## config.mk

```make
export PLATFORM = sky130hd
export DESIGN_NAME = rxRingEngine
export DESIGN_NICKNAME = d
export VERILOG_FILES = /design/src/rtl/rxRingPkg.sv /design/src/rtl/rxRingCtl.sv /design/src/rtl/rxRingDp.sv /design/src/rtl/rxRingEngine.sv
export SDC_FILE = /design/constraint.sdc
export NUM_CORES = 1
export LEC_CHECK = 0
export ABC_AREA = 0
export BUFFER_PORTS_ARGS = -buffer_cell sky130_fd_sc_hd__buf_2
export CORE_MARGIN = 5
export CORE_UTILIZATION = 45
export CTS_BUF_LIST = sky130_fd_sc_hd__clkbuf_8 sky130_fd_sc_hd__clkbuf_16
export DETAILED_ROUTE_END_ITERATION = 10
export PLACE_DENSITY_LB_ADDON = 0.2
export SYNTH_ARGS = -nofsm -noshare
export SYNTH_HDL_FRONTEND = slang
export SYNTH_SLANG_ARGS = --single-unit
```

## constraint.sdc

```tcl
create_clock -name clk -period 2.69 [get_ports clk]
set_input_delay 0.269 -clock clk [delete_from_list [all_inputs] [get_ports clk]]
set_output_delay 0.269 -clock clk [all_outputs]
set_load 0.02 [all_outputs]
```

## src/rtl/rxRingPkg.sv

```systemverilog
package rxRingPkg;
  // flag byte bit positions (shared with the host-side decoder)
  localparam int FL_ENP  = 0;
  localparam int FL_STP  = 1;
  localparam int FL_BUFF = 2;
  localparam int FL_CRC  = 3;
  localparam int FL_OFLO = 4;
  localparam int FL_FRAM = 5;
  localparam int FL_ERR  = 6;
  localparam int FL_OWN  = 7;

  // word selects inside one descriptor
  localparam logic [1:0] SEL_FLAG = 2'd1;
  localparam logic [1:0] SEL_BLEN = 2'd2;
  localparam logic [1:0] SEL_MLEN = 2'd3;

  // ring-length field position
  localparam int RING_LOG_HI = 15;
  localparam int RING_LOG_LO = 13;

  typedef enum logic [2:0] {
    OP_NONE,
    OP_RD_CUR,
    OP_RD_LEN,
    OP_RD_NXT,
    OP_WR_MSG,
    OP_WR_MID,
    OP_WR_LAST,
    OP_WR_TRUNC
  } memOp_e;

  typedef struct packed {
    memOp_e op;
    logic   loadFrame;
    logic   latchCurHi;
    logic   latchSize;
    logic   latchNxtHi;
    logic   stepBuf;
    logic   finish;
    logic   rxDone;
    logic   missed;
  } ctlStrobe_t;
endpackage

```

## src/rtl/rxRingCtl.sv

```systemverilog
module rxRingCtl
  import rxRingPkg::*;
(
  input  logic       clk,
  input  logic       rstN,
  input  logic       frmValid,
  input  logic       rdOwn,
  input  logic       fits,
  output logic       frmReady,
  output ctlStrobe_t stb
);

  typedef enum logic [3:0] {
    S_IDLE,
    S_CUR_REQ,
    S_CUR_CHK,
    S_LEN_REQ,
    S_LEN_CHK,
    S_NXT_REQ,
    S_NXT_CHK,
    S_MID_WR,
    S_TRUNC_WR,
    S_MSG_WR,
    S_LAST_WR
  } state_e;

  state_e state, nextState;

  always_ff @(posedge clk or negedge rstN) begin
    if (!rstN) state <= S_IDLE;
    else       state <= nextState;
  end

  always_comb begin
    nextState = state;
    stb       = '0;
    stb.op    = OP_NONE;
    frmReady  = (state == S_IDLE);
    case (state)
      S_IDLE: begin
        if (frmValid) begin
          stb.loadFrame = 1'b1;
          nextState     = S_CUR_REQ;
        end
      end
      S_CUR_REQ: begin
        stb.op    = OP_RD_CUR;
        nextState = S_CUR_CHK;
      end
      S_CUR_CHK: begin
        if (rdOwn) begin
          stb.latchCurHi = 1'b1;
          nextState      = S_LEN_REQ;
        end else begin
          stb.missed = 1'b1;
          nextState  = S_IDLE;
        end
      end
      S_LEN_REQ: begin
        stb.op    = OP_RD_LEN;
        nextState = S_LEN_CHK;
      end
      S_LEN_CHK: begin
        stb.latchSize = 1'b1;
        nextState     = fits ? S_MSG_WR : S_NXT_REQ;
      end
      S_NXT_REQ: begin
        stb.op    = OP_RD_NXT;
        nextState = S_NXT_CHK;
      end
      S_NXT_CHK: begin
        stb.latchNxtHi = 1'b1;
        nextState      = rdOwn ? S_MID_WR : S_TRUNC_WR;
      end
      S_MID_WR: begin
        stb.op      = OP_WR_MID;
        stb.stepBuf = 1'b1;
        nextState   = S_LEN_REQ;
      end
      S_TRUNC_WR: begin
        stb.op     = OP_WR_TRUNC;
        stb.finish = 1'b1;
        stb.rxDone = 1'b1;
        nextState  = S_IDLE;
      end
      S_MSG_WR: begin
        stb.op    = OP_WR_MSG;
        nextState = S_LAST_WR;
      end
      S_LAST_WR: begin
        stb.op     = OP_WR_LAST;
        stb.finish = 1'b1;
        stb.rxDone = 1'b1;
        nextState  = S_IDLE;
      end
      default: nextState = S_IDLE;
    endcase
  end

endmodule

```

## src/rtl/rxRingDp.sv

```systemverilog
module rxRingDp
  import rxRingPkg::*;
#(
  parameter int MAX_LOG = 7,
  parameter int LEN_W   = 12,
  parameter int DATA_W  = 16,
  localparam int AW     = MAX_LOG + 2
)(
  input  logic              clk,
  input  logic              rstN,
  input  ctlStrobe_t        stb,
  input  logic [2:0]        ringLog,
  input  logic [LEN_W-1:0]  frmLen,
  input  logic              frmCrcErr,
  input  logic              frmFramErr,
  input  logic [DATA_W-1:0] memRdata,
  output logic [AW-1:0]     memAddr,
  output logic              memRe,
  output logic              memWe,
  output logic [DATA_W-1:0] memWdata,
  output logic              rdOwn,
  output logic              fits,
  output logic              rxInt,
  output logic              missedFrame
);

  logic [MAX_LOG-1:0] curIdx, nxtIdx, ringMask;
  logic [LEN_W-1:0]   frameLen, remaining, bufSize, sizeNow;
  logic [DATA_W-1:0]  negLen;
  logic               crcE, framE, first;
  logic [7:0]         curHi, nxtHi;
  logic [7:0]         flagMid, flagLast, flagTrunc;

  // ring mask from log2 field
  always_comb begin
    ringMask = '0;
    for (int b = 0; b < MAX_LOG; b++)
      if (b < int'(ringLog)) ringMask[b] = 1'b1;
  end

  assign nxtIdx  = (curIdx + 1'b1) & ringMask;
  assign negLen  = '0 - memRdata;
  assign sizeNow = negLen[LEN_W-1:0];
  assign fits    = (sizeNow == '0) || (remaining <= sizeNow);
  assign rdOwn   = memRdata[FL_OWN];

  always_comb begin
    flagMid             = '0;
    flagMid[FL_STP]     = first;
    flagLast            = '0;
    flagLast[FL_STP]    = first;
    flagLast[FL_ENP]    = 1'b1;
    flagLast[FL_CRC]    = crcE;
    flagLast[FL_FRAM]   = framE;
    flagLast[FL_ERR]    = crcE | framE;
    flagTrunc           = '0;
    flagTrunc[FL_STP]   = first;
    flagTrunc[FL_BUFF]  = 1'b1;
    flagTrunc[FL_OFLO]  = 1'b1;
    flagTrunc[FL_ERR]   = 1'b1;
  end

  always_comb begin
    memAddr  = {curIdx, SEL_FLAG};
    memRe    = 1'b0;
    memWe    = 1'b0;
    memWdata = '0;
    case (stb.op)
      OP_RD_CUR:   begin memRe = 1'b1; memAddr = {curIdx, SEL_FLAG}; end
      OP_RD_LEN:   begin memRe = 1'b1; memAddr = {curIdx, SEL_BLEN}; end
      OP_RD_NXT:   begin memRe = 1'b1; memAddr = {nxtIdx, SEL_FLAG}; end
      OP_WR_MSG:   begin
        memWe    = 1'b1;
        memAddr  = {curIdx, SEL_MLEN};
        memWdata = DATA_W'(frameLen);
      end
      OP_WR_MID:   begin memWe = 1'b1; memWdata = DATA_W'({curHi, flagMid}); end
      OP_WR_LAST:  begin memWe = 1'b1; memWdata = DATA_W'({curHi, flagLast}); end
      OP_WR_TRUNC: begin memWe = 1'b1; memWdata = DATA_W'({curHi, flagTrunc}); end
      default: ;
    endcase
  end

  always_ff @(posedge clk or negedge rstN) begin
    if (!rstN) begin
      curIdx      <= '0;
      frameLen    <= '0;
      remaining   <= '0;
      bufSize     <= '0;
      crcE        <= 1'b0;
      framE       <= 1'b0;
      first       <= 1'b0;
      curHi       <= '0;
      nxtHi       <= '0;
      rxInt       <= 1'b0;
      missedFrame <= 1'b0;
    end else begin
      rxInt       <= stb.rxDone;
      missedFrame <= stb.missed;
      if (stb.loadFrame) begin
        frameLen  <= frmLen;
        remaining <= frmLen;
        crcE      <= frmCrcErr;
        framE     <= frmFramErr;
        first     <= 1'b1;
      end
      if (stb.latchCurHi) curHi   <= memRdata[15:8];
      if (stb.latchSize)  bufSize <= sizeNow;
      if (stb.latchNxtHi) nxtHi   <= memRdata[15:8];
      if (stb.stepBuf) begin
        curIdx    <= nxtIdx;
        remaining <= remaining - bufSize;
        first     <= 1'b0;
        curHi     <= nxtHi;
      end
      if (stb.finish) curIdx <= nxtIdx;
    end
  end

endmodule

```

## src/rtl/rxRingEngine.sv

```systemverilog
module rxRingEngine
  import rxRingPkg::*;
#(
  parameter int MAX_LOG = 7,
  parameter int LEN_W   = 12,
  parameter int DATA_W  = 16
)(
  input  logic                 clk,
  input  logic                 rstN,
  input  logic [15:0]          ringLenWord,
  input  logic                 frmValid,
  input  logic [LEN_W-1:0]     frmLen,
  input  logic                 frmCrcErr,
  input  logic                 frmFramErr,
  output logic                 frmReady,
  output logic [MAX_LOG+1:0]   memAddr,
  output logic                 memRe,
  output logic                 memWe,
  output logic [DATA_W-1:0]    memWdata,
  input  logic [DATA_W-1:0]    memRdata,
  output logic                 rxInt,
  output logic                 missedFrame
);

  ctlStrobe_t stb;
  logic       rdOwn, fits;
  logic       unusedCfg;

  assign unusedCfg = ^ringLenWord[RING_LOG_LO-1:0];

  rxRingCtl uCtl (
    .clk      (clk),
    .rstN     (rstN),
    .frmValid (frmValid),
    .rdOwn    (rdOwn),
    .fits     (fits),
    .frmReady (frmReady),
    .stb      (stb)
  );

  rxRingDp #(
    .MAX_LOG (MAX_LOG),
    .LEN_W   (LEN_W),
    .DATA_W  (DATA_W)
  ) uDp (
    .clk         (clk),
    .rstN        (rstN),
    .stb         (stb),
    .ringLog     (ringLenWord[RING_LOG_HI:RING_LOG_LO]),
    .frmLen      (frmLen),
    .frmCrcErr   (frmCrcErr),
    .frmFramErr  (frmFramErr),
    .memRdata    (memRdata),
    .memAddr     (memAddr),
    .memRe       (memRe),
    .memWe       (memWe),
    .memWdata    (memWdata),
    .rdOwn       (rdOwn),
    .fits        (fits),
    .rxInt       (rxInt),
    .missedFrame (missedFrame)
  );

endmodule

```

==> flow_summary.ini, run 1 <==
[run_status]
status = finished, final reports clean

[clocking]
cts_setup_buffers = 0
clk_pin_slew_ns = 0.08
cts_max_level = 3
numCtsBuffers = 9
clock_path_buffers = 2
cts-root-buf = clkbuf_8
clock_sinks = 68
clk_latency_ns = 0.34
cts_tree = done

[critical_path]
cp.arrival_ns = 2.24
reg2reg_depth = 8
reg2reg_slack_ns = 0.37
setup.worst_path.end_class = output port
crit_path_start_kind = register
worstPathRequired_ns = 2.42
r2r_end = uDp.remaining[10]
r2r-start = uDp.remaining[0]
path_max_fanout = 19
crit_type = register to output port

[power]
switching_share = 0.444
leakage_uw = 0.00251
p_int_uw = 3110
sequentialPowerShare = 0.344
p_per_area_mw_per_mm2 = 1100
p_sw_uw = 2480
power.clock.fraction = 0.152
pwr-share-comb = 0.504
irDropWorstVdd_mv = 0.341

[die]
core_area_mm2 = 0.00928
fp.dieH_um = 108
die_w_um = 108
die_area_mm2 = 0.0116
start_util = 0.465
num_rows = 35
io_pins = 79

[yosys]
synth_edf_count = 0
synth_area_per_cell_um2 = 8.53
synth_commonest_cells = nand2_1, dfrtp_1, o21ai_0
yosysMostFrequentCell = nand2_1
ys_top_cells_by_area = dfrtp_1, nand2_1, ha_1
synth_top_area_cell = dfrtp_1
synthesis.area_mm2 = 0.00431
synthCells = 506
ys_ff_latch = 68
ys.flop_type = dfrtp_1
synth.distinct_cells = 58
ys_seq_area_frac = 0.394
synth_nets = 582
synth_top_area_frac = 0.394
async_reset_ff_frac = 1.00
yosysWarnings = 0

[cells_and_area]
n_fill_cell = 937
drive_gt1_frac = 0.211
multi_input_area_mm2 = 0.00243
seq_area_mm2 = 0.00170
stdcell_area_mm2 = 0.00509
nets = 663
diodes = 0
syn_to_final_growth_pct = 18.0

[routing]
drt-initial-drc-count = 251
final_antenna_net_count = 0
first_pass_iters = 5
wl_per_cell_um = 15.6
routed_wl_um = 11200
drc_errors = 0
num_vias = 3942
vias_per_cell = 5.47

[timing]
fin_setup_tns_ns = 0
finalCriticalPeriod_ns = 2.50
finalHoldViolCount = 0
relSlewSlack = 0.480
rsz0062_at_grt = false
final.setup_skew_ns = 0.00771
tightest_slew_ns = 0.781
worst_slack_ns = 0.186
max_freq_ghz = 0.399
post-route-period-util = 0.931
setup_viol = 0
maxSlewViolCount = 0

[hold_path]
hold_class = primary input to asynchronous set/reset pin

[global_routing]
antenna_found_initial = 0
grt_usage = 0.205
globalRouteOverflowTotal = 0
grt_start_max_net_pins = 48
grt_pass1_vias = 3884
grt_pass1_wl_um = 19000

[place]
preCtsSetupSlack_ns = -0.148
gp_congestion = 0.863
portBuffers = 65
post-dp-hpwl_um = 8680
placed_cell_area_mm2 = 0.00489

[job]
max_cap_viol_count = 0
==> logic make-up (layout without fill, tap and decap cells) <==
kind of cell | count (synthesis) | in the layout | share of synthesized area
AND/OR/NAND/NOR | 226 | 226 | 0.248
AO/OA/AOI/OAI | 125 | 125 | 0.191
flip-flops | 68 | 68 | 0.394
buffers and inverters | 41 | 127 | 0.0421
adder cells (fa/ha/maj) | 27 | 27 | 0.0800
XOR/XNOR | 11 | 11 | 0.0241
multiplexers | 8 | 8 | 0.0209
==> worst max path at each step <==
stage | to | slack (ns) | from | cells after the start
3_3_place_gp | uCtl.state[3] | -0.06 | memRdata[1] | 10
6_report | memAddr[4] | 0.19 | uCtl.state[0] | 5
2_1_floorplan | uCtl.state[3] | 0.20 | memRdata[8] | 10
3_5_place_dp | uCtl.state[3] | -0.15 | memRdata[1] | 10
4_1_cts | memAddr[4] | 0.02 | uCtl.state[0] | 5
5_1_grt | memWe | 0.04 | uCtl.state[2] | 5
==> critical path, cell delays in order (launching register included) <==
cell,delay [ns]
dfrtp_2,0.56
or2b_2,0.38
nor2_1,0.37
o21ai_0,0.17
a22o_1,0.25
buf_2,0.15
==> placed cells by master (no fill, tap or decap), drive strengths merged, types with 2 or more instances in the layout <==
cell and count:
ha 26, nor4b 3, a21boi 4, or3 4, nand3 9, and2 7, clkinv 6, nand4 6
a21o 5, a22oi 3, xor2 5, mux2 8, o31ai 4, nor3b 2, buf 91, and3 9
dfrtp 68, nand2 114, clkbuf 9, nor2 34, nor3 14, nand2b 7, o211ai 5, inv 20
nor4 2, a32o 2, a22o 15, a31oi 15, o21ai 36, o311ai 2, o21a 6, nor2b 11
a2111oi 2, xnor2 6, a21oi 19
==> power groups by stage <==
| stage | Sequential, µW | Combinational, µW | Clock [µW] |
|---|---|---|---|
| after floorplan | 1740 | 2180 | 0 |
| after global placement | 1900 | 2720 | 0 |
| after detailed placement | 1930 | 2810 | 0 |
| after CTS | 1910 | 2820 | 871 |
| after global routing | 1980 | 3210 | 922 |
| final | 1920 | 2820 | 850 |
==> cell type report <==
| class | instances | share of cell area |
|---|---|---|
| multi-input cells | 397 | 0.478 |
| flip-flops and latches | 68 | 0.335 |
| repair buffers | 91 | 0.102 |
| well taps | 129 | 0.0317 |
| clock buffers | 9 | 0.0243 |
| clock inverters | 7 | 0.0147 |
| inverters | 20 | 0.0147 |
==> state kept, by name, summed over array words and instances (netlist names) <==
signal / flops
uCtl.state: 4
uDp.bufSize: 12
uDp.crcE: 1
uDp.curHi: 8
uDp.curIdx: 7
uDp.first: 1
uDp.framE: 1
uDp.frameLen: 12
uDp.missedFrame: 1
uDp.nxtHi: 8
uDp.remaining: 12
uDp.rxInt: 1
==> metal layers <==
layer  track usage  vias up  share of wire
met5             0        -              0
met4        0.0577        0          0.013
met3        0.0396        9          0.065
met2         0.324      120           0.46
met1         0.287     1862           0.47
li1              -     1951              -
==> what timing repair did <==
item / 4_1_cts / 5_1_grt
setup endpoints to repair: 0 / 4
resized for setup: 0 / 1
hold buffers: 0 / 0
==> per-stage QoR <==
stage | total power, µW | utilization | hold WS, ns | instances
after floorplan | 3920 | - | -0.0266 | 506
after global placement | 4620 | 0.527 | 0.408 | 705
after detailed placement | 4730 | 0.527 | 0.411 | 705
after CTS | 5600 | 0.548 | 0.0347 | 721
after global routing | 6120 | 0.548 | 0.0563 | 721
final | 5590 | 0.548 | 0.0139 | 721
(Power assumes the default switching activity.)
==> run 2, diff against run 1 <==
PLACE_DENSITY = 0.65   (was not set)
PLACE_DENSITY_LB_ADDON = not set   (was 0.2)
==> flow_summary.ini, run 2 (synthesis results as in run 1) <==
[run_status]
status = finished, final reports clean

[critical_path]
reg2reg_slack_ns = 0.49
cp_top_family = compound AO/OA/AOI/OAI gates
path_cells = buf_2, or3_1, nor4b_4, xor2_2, ha_1, nand4_1, a211o_1, a21oi_1, o31ai_2, a221o_1
slowest_delay_ns = 0.47
crit_cells = 10
path_max_fanout = 4
startpoint = memRdata[1]
r2r_end = uDp.remaining[8]
cp.arrival_ns = 2.70
setup.worst_path.end_class = register
path_buf_inv = 1
slowest_stage = or3_1
crit_path_start_kind = primary input
endpoint = uCtl.state[3]
crit_type = primary input to register
r2r-start = uDp.remaining[0]
reg2reg_depth = 9
worstPathRequired_ns = 2.91

[die]
die_w_um = 108
num_rows = 35
die_area_mm2 = 0.0116
fp.dieH_um = 108
io_pins = 79
start_util = 0.465
core_area_mm2 = 0.00928

[cells_and_area]
seq_area_mm2 = 0.00170
diodes = 0
layout_common_cells = nand2_1, dfrtp_1, buf_2
nets = 665
n_fill_cell = 878
reg.largest.list = uDp.bufSize x12, uDp.frameLen x12, uDp.remaining x12
stdcell_area_mm2 = 0.00512
drive_gt1_frac = 0.212
syn_to_final_growth_pct = 18.7
layout_commonest_cell = nand2_1
multi_input_area_mm2 = 0.00243

[timing]
post-route-period-util = 0.920
relSlewSlack = 0.484
rsz0062_at_grt = false
finalCriticalPeriod_ns = 2.47
fin_setup_tns_ns = 0
final.setup_skew_ns = 0.0154
tightest_slew_ns = 0.774
finalHoldViolCount = 0
setup_viol = 0
maxSlewViolCount = 0
worst_slack_ns = 0.215
max_freq_ghz = 0.404

[global_routing]
grt_pass1_wl_um = 19000
grt_pass1_vias = 3902
grt_usage = 0.203
globalRouteOverflowTotal = 0
grt_start_max_net_pins = 69
antenna_found_initial = 0

[place]
preCtsSetupSlack_ns = -0.136
gp_congestion = 0.900
post-dp-hpwl_um = 8500
portBuffers = 65
placed_cell_area_mm2 = 0.00491

[clocking]
cts_setup_buffers = 0
cts_tree = done
clk_pin_slew_ns = 0.08
cts_max_level = 3
numCtsBuffers = 9
cts-root-buf = clkbuf_8
clock_sinks = 68
clock_path_buffers = 2
clk_latency_ns = 0.35

[power]
power.total_uw = 5620
p_per_area_mw_per_mm2 = 1100
leakage_uw = 0.00253
irDropWorstVdd_mv = 0.355

[routing]
routed_wl_um = 11200
met2_length_um = 5140
drt-initial-drc-count = 203
vias_per_cell = 5.39
num_vias = 3899
wl_met3_um = 579
wl_per_cell_um = 15.5
first_pass_iters = 4
met1_length_um = 5340
topRoutingLayerUsed = met4
final_antenna_net_count = 0
drc_errors = 0

[job]
max_cap_viol_count = 0

[hold_path]
hold_class = primary input to register
[run 2: changes by cell type in the layout (fill, tap and decap cells not counted)]
| cell | delta |
|---|---|
| buf_12 | +1 |
| dfrtp_1 | +1 |
| dfrtp_2 | -1 |
| dlygate4sd3_1 | +1 |
| nor2_1 | -1 |
| nor2_2 | +1 |
[run 2: cell type report]
| cell class | count | area share |
|---|---|---|
| timing repair buffer | 93 | 0.108 |
| sequential | 68 | 0.332 |
| clock inverter | 7 | 0.0147 |
| clock buffer | 9 | 0.0242 |
| multi-input combinational | 397 | 0.475 |
| inverter | 20 | 0.0147 |
| tap | 129 | 0.0315 |
[run 2: timing repair]
action	in CTS	in global routing
hold buffers	1	0
endpoints found under the setup margin	0	1
gates resized for setup	0	1
hold endpoints to repair	68	0
[run 2: tightest hold or removal path: cells and delay by family]
kind | cells | cell delay, ns
simple gates | 2 | 0.08
buf+inv | 1 | 0.08
[run 2: per-stage QoR]
stage,cells,utilization,hold WS [ns]
after floorplan,506,-,-0.0266
after global placement,706,0.529,0.326
after detailed placement,706,0.529,0.324
after CTS,723,0.551,0.0969
after global routing,723,0.552,0.0952
final,723,0.552,0.110
[run 2: layer usage]
layer | vias up | global-route usage
met5 | - | 0
met4 | 0 | 0.0568
met3 | 7 | 0.0282
met2 | 100 | 0.317
met1 | 1836 | 0.295
li1 | 1956 | -
[run 2: how the worst min path moves through the flow]
stage,from,endpoint,slack (ns),depth (start not counted)
floorplan,rstN,uCtl.state[0],-0.03,0
global placement,rstN,uDp.frameLen[3],0.33,2
detailed placement,rstN,uDp.framE,0.32,2
CTS,frmCrcErr,uDp.crcE,0.1,3
global route,frmFramErr,uDp.framE,0.1,3
finish,frmCrcErr,uDp.crcE,0.11,3
[run 2: power breakdown]
part,internal [µW],switching (µW)
logic,1200,1670
clock network,433,438
registers,1490,392
==> run 3, diff against run 2 <==
PLACE_DENSITY = 0.74   (was 0.65)
clock period = 2.3 ns   (was 2.69 ns; I/O delays follow)
==> flow_summary.ini, run 3 (synthesis results as in run 1) <==
[routing]
drc_errors = 0
num_vias = 4046
routed_wl_um = 11600
drt-initial-drc-count = 205
vias_per_cell = 5.53
wl_per_cell_um = 15.9
final_antenna_net_count = 0
first_pass_iters = 5

[critical_path]
slowest_stage = or3_4
reg2reg_slack_ns = 0.12
cp.arrival_ns = 2.50
setup.worst_path.end_class = register
path_buf_inv = 1
worstPathRequired_ns = 2.54
crit_type = primary input to register
path_cells = buf_2, or3_4, nor4b_4, xor2_1, ha_1, nand4_1, a211o_1, a21oi_2, o31ai_2, a221o_1
cp_top_family = simple AND/OR/NAND/NOR gates
path_max_fanout = 5
slowest_delay_ns = 0.43
crit_path_start_kind = primary input

[die]
io_pins = 79
die_area_mm2 = 0.0116
die_w_um = 108
start_util = 0.465
core_area_mm2 = 0.00928
num_rows = 35
fp.dieH_um = 108

[clocking]
numCtsBuffers = 9
cts_tree = done
clk_pin_slew_ns = 0.08
clock_sinks = 68
cts-root-buf = clkbuf_8
clock_path_buffers = 2
cts_max_level = 3
clk_latency_ns = 0.35

[timing]
post-route-period-util = 0.984
finalCriticalPeriod_ns = 2.26
setup_viol = 0
maxSlewViolCount = 0
final.setup_skew_ns = 0.00919
rsz0062_at_grt = true
relSlewSlack = 0.501
finalHoldViolCount = 0
worst_slack_ns = 0.0360
max_freq_ghz = 0.442
tightest_slew_ns = 0.748

[job]
max_cap_viol_count = 0

[place]
placed_cell_area_mm2 = 0.00499
portBuffers = 65
post-dp-hpwl_um = 9020
preCtsSetupSlack_ns = -0.313
gp_congestion = 0.883
dp_cells = 713

[power]
p_per_area_mw_per_mm2 = 1280
leakage_uw = 0.00258
irDropWorstVdd_mv = 0.465

[global_routing]
grt_start_max_net_pins = 41
grt_usage = 0.207
grt_pass1_wl_um = 19000
globalRouteOverflowTotal = 0
grt_pass1_vias = 3826
antenna_found_initial = 0

[cells_and_area]
stdcell_area_mm2 = 0.00525
fin_cells = 731
layout_commonest_cell = nand2_1
reg.largest.list = uDp.bufSize x12, uDp.frameLen x12, uDp.remaining x12
diodes = 0
drive_gt1_frac = 0.241
layout_common_cells = nand2_1, dfrtp_1, buf_2
syn_to_final_growth_pct = 21.8
nets = 673

[run_status]
status = finished, final reports clean

[hold_path]
hold_class = primary input to register
==> run 3: cell types whose count changed in the layout (fill, tap and decap cells not counted), moves of 3 or more <==
cell      change
nor2b_1       -3
buf_4         +7
clkinv_4      -3
nor2b_2       +3
==> run 3: final cells by class <==
type,count,area [µm²]
clock inverters,5,58.8
well taps,129,161
flip-flops and latches,68,1700
clock buffers,11,151
multi-input cells,397,2490
fillers,866,4030
repair buffers,101,614
inverters,20,75.1
==> run 3: power breakdown <==
group | switching (µW) | total, µW | internal [µW] | leakage, µW
registers | 465 | 2210 | 1740 | 0.000834
logic | 2020 | 3470 | 1450 | 0.00164
clock network | 495 | 1060 | 562 | 0.000102
total | 2980 | 6740 | 3760 | 0.00258
==> run 3: worst paths after layout <==
check,start,to,cells past startpoint
worst max register to register,uDp.remaining[0],uDp.remaining[10],8
worst min register to register,uDp.frameLen[0],uDp.frameLen[0],2
min in group asynchronous,rstN,uDp.bufSize[1],2
max in group asynchronous,rstN,uCtl.state[1],3
worst max-delay path,memRdata[3],uCtl.state[3],10
worst min-delay path,frmCrcErr,uDp.crcE,3
==> run 3: repair_timing <==
item,CTS,global route
setup endpoints to repair,2,14
gates resized for setup,2,13
setup buffers,0,1
pin swaps,0,3
hold endpoints to repair,18,0
hold buffers,1,0
==> run 3: tightest hold or removal path, stage by stage <==
cell     delay (ns)
buf_2          0.07
nand2_1        0.04
nand2_1        0.04
==> run 3: stage by stage <==
stage | util | hold WS [ns] | TNS, ns | total power, µW
floorplan | - | -0.0656 | -0.0398 | 4600
global placement | 0.537 | 0.219 | -0.427 | 5420
detailed placement | 0.537 | 0.220 | -0.589 | 5590
CTS | 0.562 | 0.0538 | 0 | 6660
global route | 0.566 | 0.0668 | -0.296 | 7310
finish | 0.566 | 0.0625 | 0 | 6740
==> run 3: per-layer routing <==
| layer | share of wire | GRT usage | routed length (µm) | up-vias |
|---|---|---|---|---|
| li1 | - | - | - | 1963 |
| met1 | 0.45 | 0.285 | 5190 | 1942 |
| met2 | 0.47 | 0.330 | 5470 | 124 |
| met3 | 0.060 | 0.0282 | 692 | 17 |
| met4 | 0.022 | 0.0812 | 261 | 0 |
| met5 | 0 | 0 | 0 | - |
